## src/rtl/irq_arb8_pkg.sv

```systemverilog
// Shared constants for the eight-source interrupt arbiter.
package irq_arb8_pkg;
    localparam int NSRC    = 8;                 // arbitrated sources
    localparam int NEXT    = 4;                 // external pins
    localparam int IDXW    = $clog2(NSRC);      // index width
    localparam int REGW    = 8;                 // register width

    // Polling order within one level (lower index polled first).
    typedef enum logic [IDXW-1:0] {
        SRC_X0  = 3'd0,
        SRC_T0  = 3'd1,
        SRC_X1  = 3'd2,
        SRC_T1  = 3'd3,
        SRC_SER = 3'd4,
        SRC_T2  = 3'd5,
        SRC_X2  = 3'd6,
        SRC_X3  = 3'd7
    } src_e;

    // Register select codes.
    localparam logic [1:0] SEL_EN  = 2'd0;
    localparam logic [1:0] SEL_PRI = 2'd1;
    localparam logic [1:0] SEL_XC  = 2'd2;
    localparam logic [1:0] SEL_TY  = 2'd3;
endpackage

```

## src/rtl/irq_pin_unit.sv

```systemverilog
// One external interrupt input: samples the active-low pin on two
// successive clocks and holds the request flag. Edge mode latches on a
// sampled 1-then-0; level mode makes the flag the inverted sample.
// Assumes the pin is already synchronous to clk.
module irq_pin_unit (
    input  logic clk,
    input  logic rst_n,
    input  logic pin_n,
    input  logic edge_mode,
    input  logic flag_wr,
    input  logic flag_wdata,
    input  logic clr,
    output logic flag
);
    logic s0_q, s1_q;
    logic fall;

    // Two-stage sample of the pin.
    always_ff @(posedge clk) begin
        if (!rst_n) begin
            s0_q <= 1'b1;
            s1_q <= 1'b1;
        end else begin
            s0_q <= pin_n;
            s1_q <= s0_q;
        end
    end

    assign fall = s1_q & ~s0_q;

    // Flag update: software write wins, then hardware set, then clear.
    always_ff @(posedge clk) begin
        if (!rst_n)
            flag <= 1'b0;
        else if (flag_wr)
            flag <= flag_wdata;
        else if (!edge_mode)
            flag <= ~s0_q;
        else if (fall)
            flag <= 1'b1;
        else if (clr)
            flag <= 1'b0;
    end

    assert_edge_latch_R2: assert property (@(posedge clk) disable iff (!rst_n)
        (edge_mode && fall && !flag_wr) |=> flag);

    assert_edge_hold_R2: assert property (@(posedge clk) disable iff (!rst_n)
        (edge_mode && flag && !clr && !flag_wr) |=> flag);
endmodule

```

## src/rtl/irq_select.sv

```systemverilog
// Priority selector: picks the first candidate in polling order at the
// high level, else at the low level, and gates it by the service state.
// Assumes pend/en/hi vectors are indexed in polling order.
module irq_select
    import irq_arb8_pkg::*;
(
    input  logic            clk,
    input  logic            rst_n,
    input  logic [NSRC-1:0] pend,
    input  logic [NSRC-1:0] en,
    input  logic [NSRC-1:0] hi,
    input  logic            ea,
    input  logic            act_lo,
    input  logic            act_hi,
    output logic            req,
    output logic [IDXW-1:0] idx,
    output logic            win_hi
);
    logic [NSRC-1:0] cand, cand_hi, cand_lo;
    logic [IDXW-1:0] hidx, lidx;

    assign cand    = pend & en & {NSRC{ea}};
    assign cand_hi = cand & hi;
    assign cand_lo = cand & ~hi;

    // First set bit of each level, scanning down so the lowest index wins.
    always_comb begin
        hidx = '0;
        lidx = '0;
        for (int i = NSRC - 1; i >= 0; i--) begin
            if (cand_hi[i]) hidx = IDXW'(i);
            if (cand_lo[i]) lidx = IDXW'(i);
        end
    end

    // Level choice and nesting gate.
    always_comb begin
        win_hi = |cand_hi;
        idx    = win_hi ? hidx : lidx;
        if (win_hi)
            req = !act_hi;
        else
            req = (|cand_lo) && !act_hi && !act_lo;
    end

    assert_win_valid_R7: assert property (@(posedge clk) disable iff (!rst_n)
        req |-> (pend[idx] && en[idx] && (hi[idx] == win_hi)));

    assert_nest_block_R10: assert property (@(posedge clk) disable iff (!rst_n)
        act_hi |-> !req);
endmodule

```

## src/rtl/irq_arb8.sv

```systemverilog
// Eight-source interrupt arbiter: control registers, four external pin
// units, selector and a two-level in-service tracker.
// Assumes ack is only meaningful while irq_req is high.
module irq_arb8
    import irq_arb8_pkg::*;
(
    input  logic            clk,
    input  logic            rst_n,
    input  logic [NEXT-1:0] ext_pin_n,
    input  logic [3:0]      periph_req,
    input  logic            reg_wr,
    input  logic [1:0]      reg_sel,
    input  logic [REGW-1:0] reg_wmask,
    input  logic [REGW-1:0] reg_wdata,
    output logic [REGW-1:0] reg_rdata,
    input  logic            irq_ack,
    input  logic            irq_ret,
    output logic            irq_req,
    output logic [IDXW-1:0] irq_idx,
    output logic            irq_hi
);
    logic [REGW-1:0] en_q, pri_q, xc_q, ty_q;
    logic [NEXT-1:0] flag, ext_edge, fwr, fwd, fclr;
    logic [NSRC-1:0] pend, src_en, src_hi;
    logic            act_lo, act_hi, take;

    // Masked writes to the stored control bits.
    always_ff @(posedge clk) begin
        if (!rst_n) begin
            en_q  <= '0;
            pri_q <= '0;
            xc_q  <= '0;
            ty_q  <= '0;
        end else if (reg_wr) begin
            case (reg_sel)
                SEL_EN:  en_q  <= (en_q  & ~reg_wmask) | (reg_wdata & reg_wmask);
                SEL_PRI: pri_q <= (pri_q & ~reg_wmask) | (reg_wdata & reg_wmask);
                SEL_XC:  xc_q  <= (xc_q  & ~reg_wmask) | (reg_wdata & reg_wmask);
                default: ty_q  <= (ty_q  & ~reg_wmask) | (reg_wdata & reg_wmask);
            endcase
        end
    end

    // Per-pin type, flag-write bit position and source index.
    assign ext_edge = {xc_q[4], xc_q[0], ty_q[2], ty_q[0]};
    assign take     = irq_ack && irq_req;

    // Flag write strobes and data for each pin.
    always_comb begin
        fwr  = '0;
        fwd  = '0;
        fwr[0] = reg_wr && (reg_sel == SEL_TY) && reg_wmask[1];
        fwd[0] = reg_wdata[1];
        fwr[1] = reg_wr && (reg_sel == SEL_TY) && reg_wmask[3];
        fwd[1] = reg_wdata[3];
        fwr[2] = reg_wr && (reg_sel == SEL_XC) && reg_wmask[1];
        fwd[2] = reg_wdata[1];
        fwr[3] = reg_wr && (reg_sel == SEL_XC) && reg_wmask[5];
        fwd[3] = reg_wdata[5];
        fclr[0] = take && (irq_idx == SRC_X0);
        fclr[1] = take && (irq_idx == SRC_X1);
        fclr[2] = take && (irq_idx == SRC_X2);
        fclr[3] = take && (irq_idx == SRC_X3);
    end

    for (genvar k = 0; k < NEXT; k++) begin : g_pin
        irq_pin_unit u_pin (
            .clk        (clk),
            .rst_n      (rst_n),
            .pin_n      (ext_pin_n[k]),
            .edge_mode  (ext_edge[k]),
            .flag_wr    (fwr[k]),
            .flag_wdata (fwd[k]),
            .clr        (fclr[k]),
            .flag       (flag[k])
        );
    end

    // Source vectors in polling order.
    assign pend   = {flag[3], flag[2], periph_req[3], periph_req[2],
                     periph_req[1], flag[1], periph_req[0], flag[0]};
    assign src_en = {xc_q[6], xc_q[2], en_q[5:0]};
    assign src_hi = {xc_q[7], xc_q[3], pri_q[5:0]};

    irq_select u_sel (
        .clk    (clk),
        .rst_n  (rst_n),
        .pend   (pend),
        .en     (src_en),
        .hi     (src_hi),
        .ea     (en_q[7]),
        .act_lo (act_lo),
        .act_hi (act_hi),
        .req    (irq_req),
        .idx    (irq_idx),
        .win_hi (irq_hi)
    );

    // In-service tracker: ack pushes the winner's level, return pops the top.
    always_ff @(posedge clk) begin
        if (!rst_n) begin
            act_lo <= 1'b0;
            act_hi <= 1'b0;
        end else if (take) begin
            if (irq_hi) act_hi <= 1'b1;
            else        act_lo <= 1'b1;
        end else if (irq_ret) begin
            if (act_hi) act_hi <= 1'b0;
            else        act_lo <= 1'b0;
        end
    end

    // Read mux with live flags merged in.
    always_comb begin
        case (reg_sel)
            SEL_EN:  reg_rdata = en_q & 8'hBF;
            SEL_PRI: reg_rdata = pri_q & 8'h3F;
            SEL_XC:  reg_rdata = {xc_q[7:6], flag[3], xc_q[4:2], flag[2], xc_q[0]};
            default: reg_rdata = {4'b0, flag[1], ty_q[2], flag[0], ty_q[0]};
        endcase
    end

    assert_global_gate_R6: assert property (@(posedge clk) disable iff (!rst_n)
        irq_req |-> en_q[7]);

    assert_hi_nest_R10: assert property (@(posedge clk) disable iff (!rst_n)
        (irq_req && irq_ack && irq_hi) |=> !irq_req);

    assert_ret_pop_R11: assert property (@(posedge clk) disable iff (!rst_n)
        (irq_ret && !irq_ack && act_hi) |=> (!act_hi && act_lo == $past(act_lo)));
endmodule

```

## config.mk

```make
export PLATFORM = sky130hd
export DESIGN_NAME = irq_arb8
export DESIGN_NICKNAME = d
export VERILOG_FILES = /design/src/rtl/irq_arb8_pkg.sv /design/src/rtl/irq_pin_unit.sv /design/src/rtl/irq_select.sv /design/src/rtl/irq_arb8.sv
export SDC_FILE = /design/constraint.sdc
export NUM_CORES = 1
export LEC_CHECK = 0
export BUFFER_PORTS_ARGS = -buffer_cell sky130_fd_sc_hd__buf_2
export CAP_MARGIN = 40
export CORE_ASPECT_RATIO = 0.75
export CORE_MARGIN = 4
export CORE_UTILIZATION = 55
export CTS_BUF_LIST = sky130_fd_sc_hd__clkbuf_16
export DETAILED_ROUTE_END_ITERATION = 10
export HOLD_SLACK_MARGIN = 0.12
export PLACE_DENSITY = 0.83
export SKIP_CTS_REPAIR_TIMING = 1
export SYNTH_ARGS = -nofsm -noshare
export SYNTH_HDL_FRONTEND = slang
export SYNTH_HIERARCHICAL = 1
export SYNTH_SLANG_ARGS = --single-unit
```

## constraint.sdc

```tcl
create_clock -name clk -period 4 [get_ports clk]
set_input_delay 0.8 -clock clk [delete_from_list [all_inputs] [get_ports clk]]
set_output_delay 0.8 -clock clk [all_outputs]
set_load 0.02 [all_outputs]
```

# After elaboration in Yosys (flattened, before gate mapping)
# Index checks and enable logic that the tools add are counted.
# word_totals
ram_bits	0
latchBits	0
mem_bits_ro	0
in_bits	31
register_bits	46
elab_cells	124
out_inout_bits	13
mem_count	0
# classes
n_mul	0
n_reduce_logical	27
n_addsub	0
n_shift	0
order_cmp	0
n_eq_ne	13
mux	42
div	0
n_bitwise	24
# op_table
op	n
$and A8 B8 Y8	9
$mux W3	17
$or A8 B8 Y8	4
$mux W1	24
$pmux W8 S3	1
$ne A4 B1 Y1 const B	4
$not A8 Y8	2
$reduce_or A8 Y1	2
$logic_and A1 B1 Y1	13
$reduce_and A2 Y1	5
$eq A3 B3 Y1 const B	2
$not A1 Y1	5
$and A1 B1 Y1	4
$eq A2 B2 Y1 const B	2
$ne A2 B2 Y1 const B	2
$eq A3 B2 Y1 const B	1
$logic_not A3 Y1	1
$reduce_and A3 Y1	1
$reduce_or A3 Y1	1
$eq A2 B1 Y1 const B	1
$logic_not A1 Y1	2
$logic_not A2 Y1	1
$ne A2 B1 Y1 const B	1
$reduce_bool A2 Y1	1

# Depth between registers and ports, before layout
# Gate-level depths: netlist of the first run.
# depth
word_depth	18
mapped_depth	9
depth_no_buf	8

# Modules after synthesis
# Netlist of the first run, hierarchy kept.
# modules_own_cells
module	cells_per_inst	area_per_inst_um2	seq_area_each_um2	n_inst
irq_arb8	136	1342.5	460.4	1
irq_pin_unit	11	105.1	60.1	4
irq_select	55	412.9	0.0	1

# Worst setup path after synthesis of the first run
# Ideal clock, no wire load.
# synth_timing
path_type	input -> output
from	input periph_req[0]
to	output irq_idx[2]
path_stages	4
setup_slack_ns	1.279
required_ns	3.200
arrival_time_ns	1.921
cell_sequence	and4b_2 -> nor2_1 -> a41oi_1 -> nor3_1
# synth_via
elab_chain_len	6
word_cells_on_any_way	10
cone_classes	mux: 5; bitwise: 4; reduce/logical: 1
# synth_lines
item	line_no	rtl
start, declared	irq_arb8.sv:10	input logic [3:0] periph_req,
$and A8 B8 Y8 (*) (2 in series)	irq_select.sv:22	assign cand = pend & en & {NSRC{ea}};
$and A8 B8 Y8, on equally long branches	irq_select.sv:24, irq_select.sv:23	
$mux W3, on equally long branches (2 in series)	irq_select.sv:32, irq_select.sv:31	
$mux W3 (*)	irq_select.sv:39	idx = win_hi ? hidx : lidx;
end, declared	irq_arb8.sv:19	output logic [IDXW-1:0] irq_idx,
# Every way passes the cells marked *; elsewhere a longest branch is shown, timed or not.

==> qor.csv, run 1 <==
stage;metric;value;unit
layout;share of layout cells above drive strength 1;0.260;
floorplanning;I/O pins;44;
timing;Final Cycle Share;0.786;
job;MaxCap Viol Count;0;
layout;footprint of the multi-input gates;1360;um2
critical_path;Crit. End Element;output pin;
floorplanning;die footprint;5040;um2
layout;Nets;303;
timing;RSZ-0062 raised after global routing;false;
routing;DRT iter0 DRCs;199;
critical_path;Buf/Inv on CP;1;
critical_path;arrival time worst endpoint;2.34;ns
critical_path;CP max stage cell;dfxtp_1;
timing;max_slew headroom;0.464;
critical_path;Max FO, Critical Path;24;
routing;Post-DRT Antenna Nets;0;
layout;most common cell after layout, fill and taps aside;buf_2;
critical_path;kind of critical path;register to output pin;
pwr;switching part of the total power;0.245;
routing;WL/cell;16.4;um
floorplanning;die width;80.6;um
pwr;Logic pwr share;0.094;
floorplanning;Rows;19;
critical_path;Top delay family on crit path;flip-flops;
routing;Vias/cell;6.13;
global_route;largest net degree at the start of global routing;44;
yosys;syn_area_per_cell;9.26;um2
global_route;gr usage total;0.225;
placement;DP Wirelength;3660;um
yosys;Yosys reg bits;35;
routing;DRC errors left;0;
yosys;Netlist Area Pre-Place;2180;um2
timing;min Tclk post-route;3.14;ns
layout;synthesis-to-layout area growth;15.1;%
yosys;Post-synth EDFFs;0;
global_route;Congestion Overflow GR;0;
placement;final RePlAce weighted congestion;0.981;
clocking;CTS tree;done;
clocking;Clock transition at path regs;0.05;ns
clocking;H-tree depth;2;
clocking;CTS Root Buffer Type;clkbuf_16;
placement;Port Buffers;43;
global_route;first-pass GRT wire length;8910;um
timing;Fmax achieved;318;MHz
timing;endpoints failing setup;0;
global_route;initial antenna violation count;0;
floorplanning;die span in y;62.5;um
timing;setup TNS;0;ns
routing;Pre-antenna DRT Iters;4;
hold_path;Min-Delay Path Class;register to register;
yosys;Primary FF master, synth;dfxtp_1;
critical_path;CP required;3.20;ns
yosys;Syn Inst Count;235;
pwr;power consumption;823;uW
pwr;maximum VDD drop;0.000258;V
critical_path;crit-path cells;nand4_1 > o21ai_0 > a31oi_1 > o2bb2ai_1 > buf_2;
global_route;met2 Use GR;0.305;
global_route;routing usage on met1;0.323;
pwr;internal power;621;uW
outcome;status;complete, no violations;
routing;WL final;5330;um
hold_path;start point of the worst hold path;g_pin[2].u_pin/s0_q;
clocking;clk_lat worst skew;0.28;ns
yosys;Synth cell types;46;
timing;Fin. Hold Viols;0;
yosys;Seq/Total Area, Yosys;0.322;
routing;Vias;1993;
yosys;Synthesized Nets;266;
layout;Fill cells;311;
pwr;Sw Pwr;201;uW
critical_path;Worst path max stage delay;0.84;ns
yosys;Synth async-reset ratio;0;
floorplanning;initial core utilization;0.583;
yosys;Synth Warn #;6;
pwr;Sequential Power Share;0.451;
layout;register area;701;um2
clocking;CTS max path bufs;2;
critical_path;reg2reg setup slack;1.24;ns
critical_path;startpoint types;register;
timing;Final Slew Violations;0;
global_route;met3 Track Usage GR;0.0836;
pwr;Static Leak;1.18;nW
pwr;Clk pwr share;0.455;
global_route;Most Used Layer, Global Route;met1;
timing;Worst-Margin Slew;0.803;ns
floorplanning;total core area;3730;um2
layout;most frequent cells in the layout;buf_2 (43), nand2_1 (42), dfxtp_1 (35), mux2i_1 (24), nand4b_1 (17);
clocking;TritonCTS Sinks;35;
clocking;total CTS buffers;5;
global_route;vias in the first global route;1807;
pwr;power density cells;328;nW/um2
layout;ant diodes;0;
timing;worst-case clock skew;0.00377;ns
[worst register-to-register path, cell delays in order (launching register included)]
cell and delay [ns]:
dfxtp_1 0.84, nand4b_1 0.35, nand2_1 0.17, o41ai_1 0.08, a31oi_1 0.29, nand2_1 0.19
nor4b_1 0.34, nor2_1 0.09, o311a_1 0.29
[cell type report]
cell class | instances | area share
clock inverters | 3 | 0.00649
inverters | 7 | 0.0105
multi-input cells | 180 | 0.541
flip-flops and latches | 35 | 0.280
repair buffers | 43 | 0.0859
well taps | 52 | 0.0260
clock buffers | 5 | 0.0500
[cells in the mapped netlist, types with 3 or more instances]
master / number / area, um2
a21oi_1: 8 / 40.0
and4_2: 3 / 30.0
and4b_1: 3 / 30.0
and4b_2: 3 / 33.8
and4bb_2: 7 / 87.6
buf_2: 4 / 20.0
clkbuf_1: 4 / 15.0
dfxtp_1: 35 / 701
inv_1: 7 / 26.3
mux2i_1: 24 / 240
mux4_1: 3 / 78.8
nand2_1: 42 / 158
nand2b_1: 12 / 75.1
nand4_1: 9 / 56.3
nand4_2: 3 / 37.5
nand4b_1: 17 / 149
nor2_1: 10 / 37.5
o21ai_0: 3 / 15.0
o2bb2ai_1: 3 / 26.3
o311a_1: 4 / 40.0
[worst paths after layout]
path / cells past startpoint / to
setup reg to reg: 8 / g_pin[1].u_pin/flag
hold reg to reg: 1 / g_pin[2].u_pin/s1_q
setup / recovery: 5 / irq_idx[0]
hold / removal: 1 / g_pin[2].u_pin/s1_q
[power groups by stage]
stage	clock network (mW)	registers [mW]	logic, mW
floorplan	0	0.374	0.0524
finish	0.374	0.371	0.0770
global placement	0	0.378	0.0743
CTS	0.383	0.371	0.0768
global route	0.400	0.373	0.0850
detailed placement	0	0.378	0.0758
[metrics by stage]
step                 util  cells  hold WS (ns)  worst slack (ns)  instance area [um2]
CTS                 0.671    325         0.437             0.901                 2500
detailed placement  0.633    317         0.424              1.14                 2360
finish              0.671    325         0.434             0.857                 2500
global route        0.671    325         0.452             0.683                 2500
floorplan               -    235         0.412              1.28                 2180
global placement    0.633    317         0.417              1.16                 2360
[routing by layer]
layer	vias up	share of wire
li1	971	-
met1	920	0.47
met2	94	0.41
met3	8	0.10
met4	0	0.014
met5	-	0
[cell families after synthesis]
logic type | count (synthesis) | share of synthesized area
muxes | 28 | 0.157
DFF | 35 | 0.322
buffers and inverters | 20 | 0.0546
AOI/OAI and AO/OA | 29 | 0.0943
and+or+nand+nor | 123 | 0.372
Note: power is estimated with default switching activity, not from simulation.
==> inputs of run 2 (changes only) <==
==> constraint.sdc (replaced) <==
create_clock -name clk -period 3.05 [get_ports clk]
set_input_delay 0.61 -clock clk [delete_from_list [all_inputs] [get_ports clk]]
set_output_delay 0.61 -clock clk [all_outputs]
set_load 0.02 [all_outputs]
==> run 2 against run 1 <==
Net effect: cell count grew 0.62%; first-iteration DRC count shrank 40%; register-to-register slack lost 0.56 ns; sequential share of layout area shrank 0.45 points; cell area grew 1.8%; routed wire length grew 0.23%; setup slack lost 0.44 ns; critical path depth is the same; non-clock buffer count grew 3; largest power group unchanged; global-route usage shrank 0.47 points; flip-flop and latch count is the same.
==> qor.csv, run 2 (same netlist as run 1, synthesis figures left out) <==
stage;metric;value;unit
timing;min Tclk post-route;2.63;ns
layout;most frequent cells in the layout;buf_2 (43), nand2_1 (42), dfxtp_1 (34), mux2i_1 (24), nand4b_1 (17);
placement;dpl ws;0.396;ns
global_route;Congestion Overflow GR;0;
routing;DRT iter0 DRCs;120;
critical_path;startpoint types;register;
placement;Port Buffers;43;
placement;final RePlAce weighted congestion;0.879;
timing;Final Cycle Share;0.864;
clocking;H-tree depth;2;
layout;Nets;306;
hold_path;start point of the worst hold path;g_pin[3].u_pin/s0_q;
global_route;initial antenna violation count;0;
layout;synthesis-to-layout area growth;17.2;%
timing;RSZ-0062 raised after global routing;false;
placement;placed insts;320;
floorplanning;die footprint;5040;um2
timing;Worst-Margin Slew;0.639;ns
timing;Final Slew Violations;0;
floorplanning;Rows;19;
clocking;CTS max path bufs;2;
job;MaxCap Viol Count;0;
routing;WL/cell;16.3;um
routing;Pre-antenna DRT Iters;4;
critical_path;Top delay family on crit path;simple AND/OR/NAND/NOR gates;
pwr;maximum VDD drop;0.000403;V
critical_path;crit-path cells;nand4b_1 > nand4_1 > a41oi_1 > nor3_1 > buf_2;
routing;Vias;1991;
routing;Vias/cell;6.09;
critical_path;Buf/Inv on CP;1;
timing;worst-case clock skew;0.00925;ns
global_route;first-pass GRT wire length;8870;um
critical_path;Worst path max stage delay;0.58;ns
pwr;power density cells;458;nW/um2
timing;endpoints failing setup;0;
global_route;largest net degree at the start of global routing;37;
timing;setup TNS;0;ns
clocking;CTS tree;done;
critical_path;CP required;2.44;ns
critical_path;Crit. End Element;output pin;
pwr;power consumption;1.17;mW
routing;DRC errors left;0;
global_route;gr usage total;0.220;
routing;Post-DRT Antenna Nets;0;
floorplanning;I/O pins;44;
critical_path;Crit path depth;5;
global_route;vias in the first global route;1824;
clocking;total CTS buffers;5;
floorplanning;initial core utilization;0.583;
hold_path;Hold Path Depth;1;
layout;fin cells;327;
layout;ant diodes;0;
timing;max_slew headroom;0.574;
critical_path;Reg2Reg Depth;8;
floorplanning;die width;80.6;um
layout;share of layout cells above drive strength 1;0.273;
critical_path;Max FO, Critical Path;24;
critical_path;kind of critical path;register to output pin;
critical_path;CP max stage cell;dfxtp_2;
clocking;CTS Root Buffer Type;clkbuf_16;
pwr;Static Leak;1.20;nW
floorplanning;total core area;3730;um2
floorplanning;die span in y;62.5;um
outcome;status;complete, no violations;
layout;most common cell after layout, fill and taps aside;buf_2;
timing;Fin. Hold Viols;0;
clocking;clk_lat worst skew;0.28;ns
critical_path;arrival time worst endpoint;2.02;ns
clocking;TritonCTS Sinks;35;
placement;DP Wirelength;3900;um
clocking;Clock transition at path regs;0.05;ns
placement;Area after DPL;2390;um2
timing;post-route setup slack;0.415;ns
layout;post-layout instance area;2550;um2
routing;WL final;5340;um
hold_path;Min-Delay Path Class;register to register;
timing;Fmax achieved;380;MHz
-- run 2: cell types whose count changed in the layout (fill, tap and decap cells not counted), sizes merged --
cell and delta:
buf +3, bufinv +1, clkinv -1, inv -1
-- run 2: area by class of cell --
cell class	instances	area, um2
inverters	7	26.3
clock buffers	5	125
multi-input cells	180	1360
well taps	52	65.1
fillers	323	1180
repair buffers	46	238
clock inverters	2	37.5
flip-flops and latches	35	702
-- run 2: final timing paths --
check	to	slack, ns
worst max-delay path	irq_idx[2]	0.42
worst min register to register	g_pin[3].u_pin/s1_q	0.44
worst max register to register	g_pin[1].u_pin/flag	0.68
worst min-delay path	g_pin[3].u_pin/s1_q	0.44
-- run 2: worst reg2reg max path: cells and delay by family (launching register included) --
| family | cells | cell delay [ns] |
|---|---|---|
| compound gates | 3 | 0.66 |
| flops | 1 | 0.58 |
| simple gates | 5 | 1.01 |
-- run 2: through the flow --
stage	util	hold WS, ns
after global placement	0.639	0.417
after detailed placement	0.639	0.421
final	0.683	0.435
after CTS	0.683	0.435
after global routing	0.683	0.442
after floorplan	-	0.412
-- run 2: where the power goes --
part | switching, mW | total, mW | leakage, nW | internal, mW
Clock | 0.196 | 0.577 | 0.0759 | 0.381
Sequential | 0.0148 | 0.486 | 0.286 | 0.471
Combinational | 0.0576 | 0.106 | 0.841 | 0.0479
Total | 0.269 | 1.17 | 1.20 | 0.900
-- run 2: routing by layer --
layer | vias to the layer above | part of all wire | GRT usage
met5 | - | 0 | 0
met4 | 0 | 0.012 | 0.0654
met3 | 11 | 0.073 | 0.0620
met2 | 57 | 0.41 | 0.288
met1 | 948 | 0.51 | 0.342
li1 | 975 | - | -
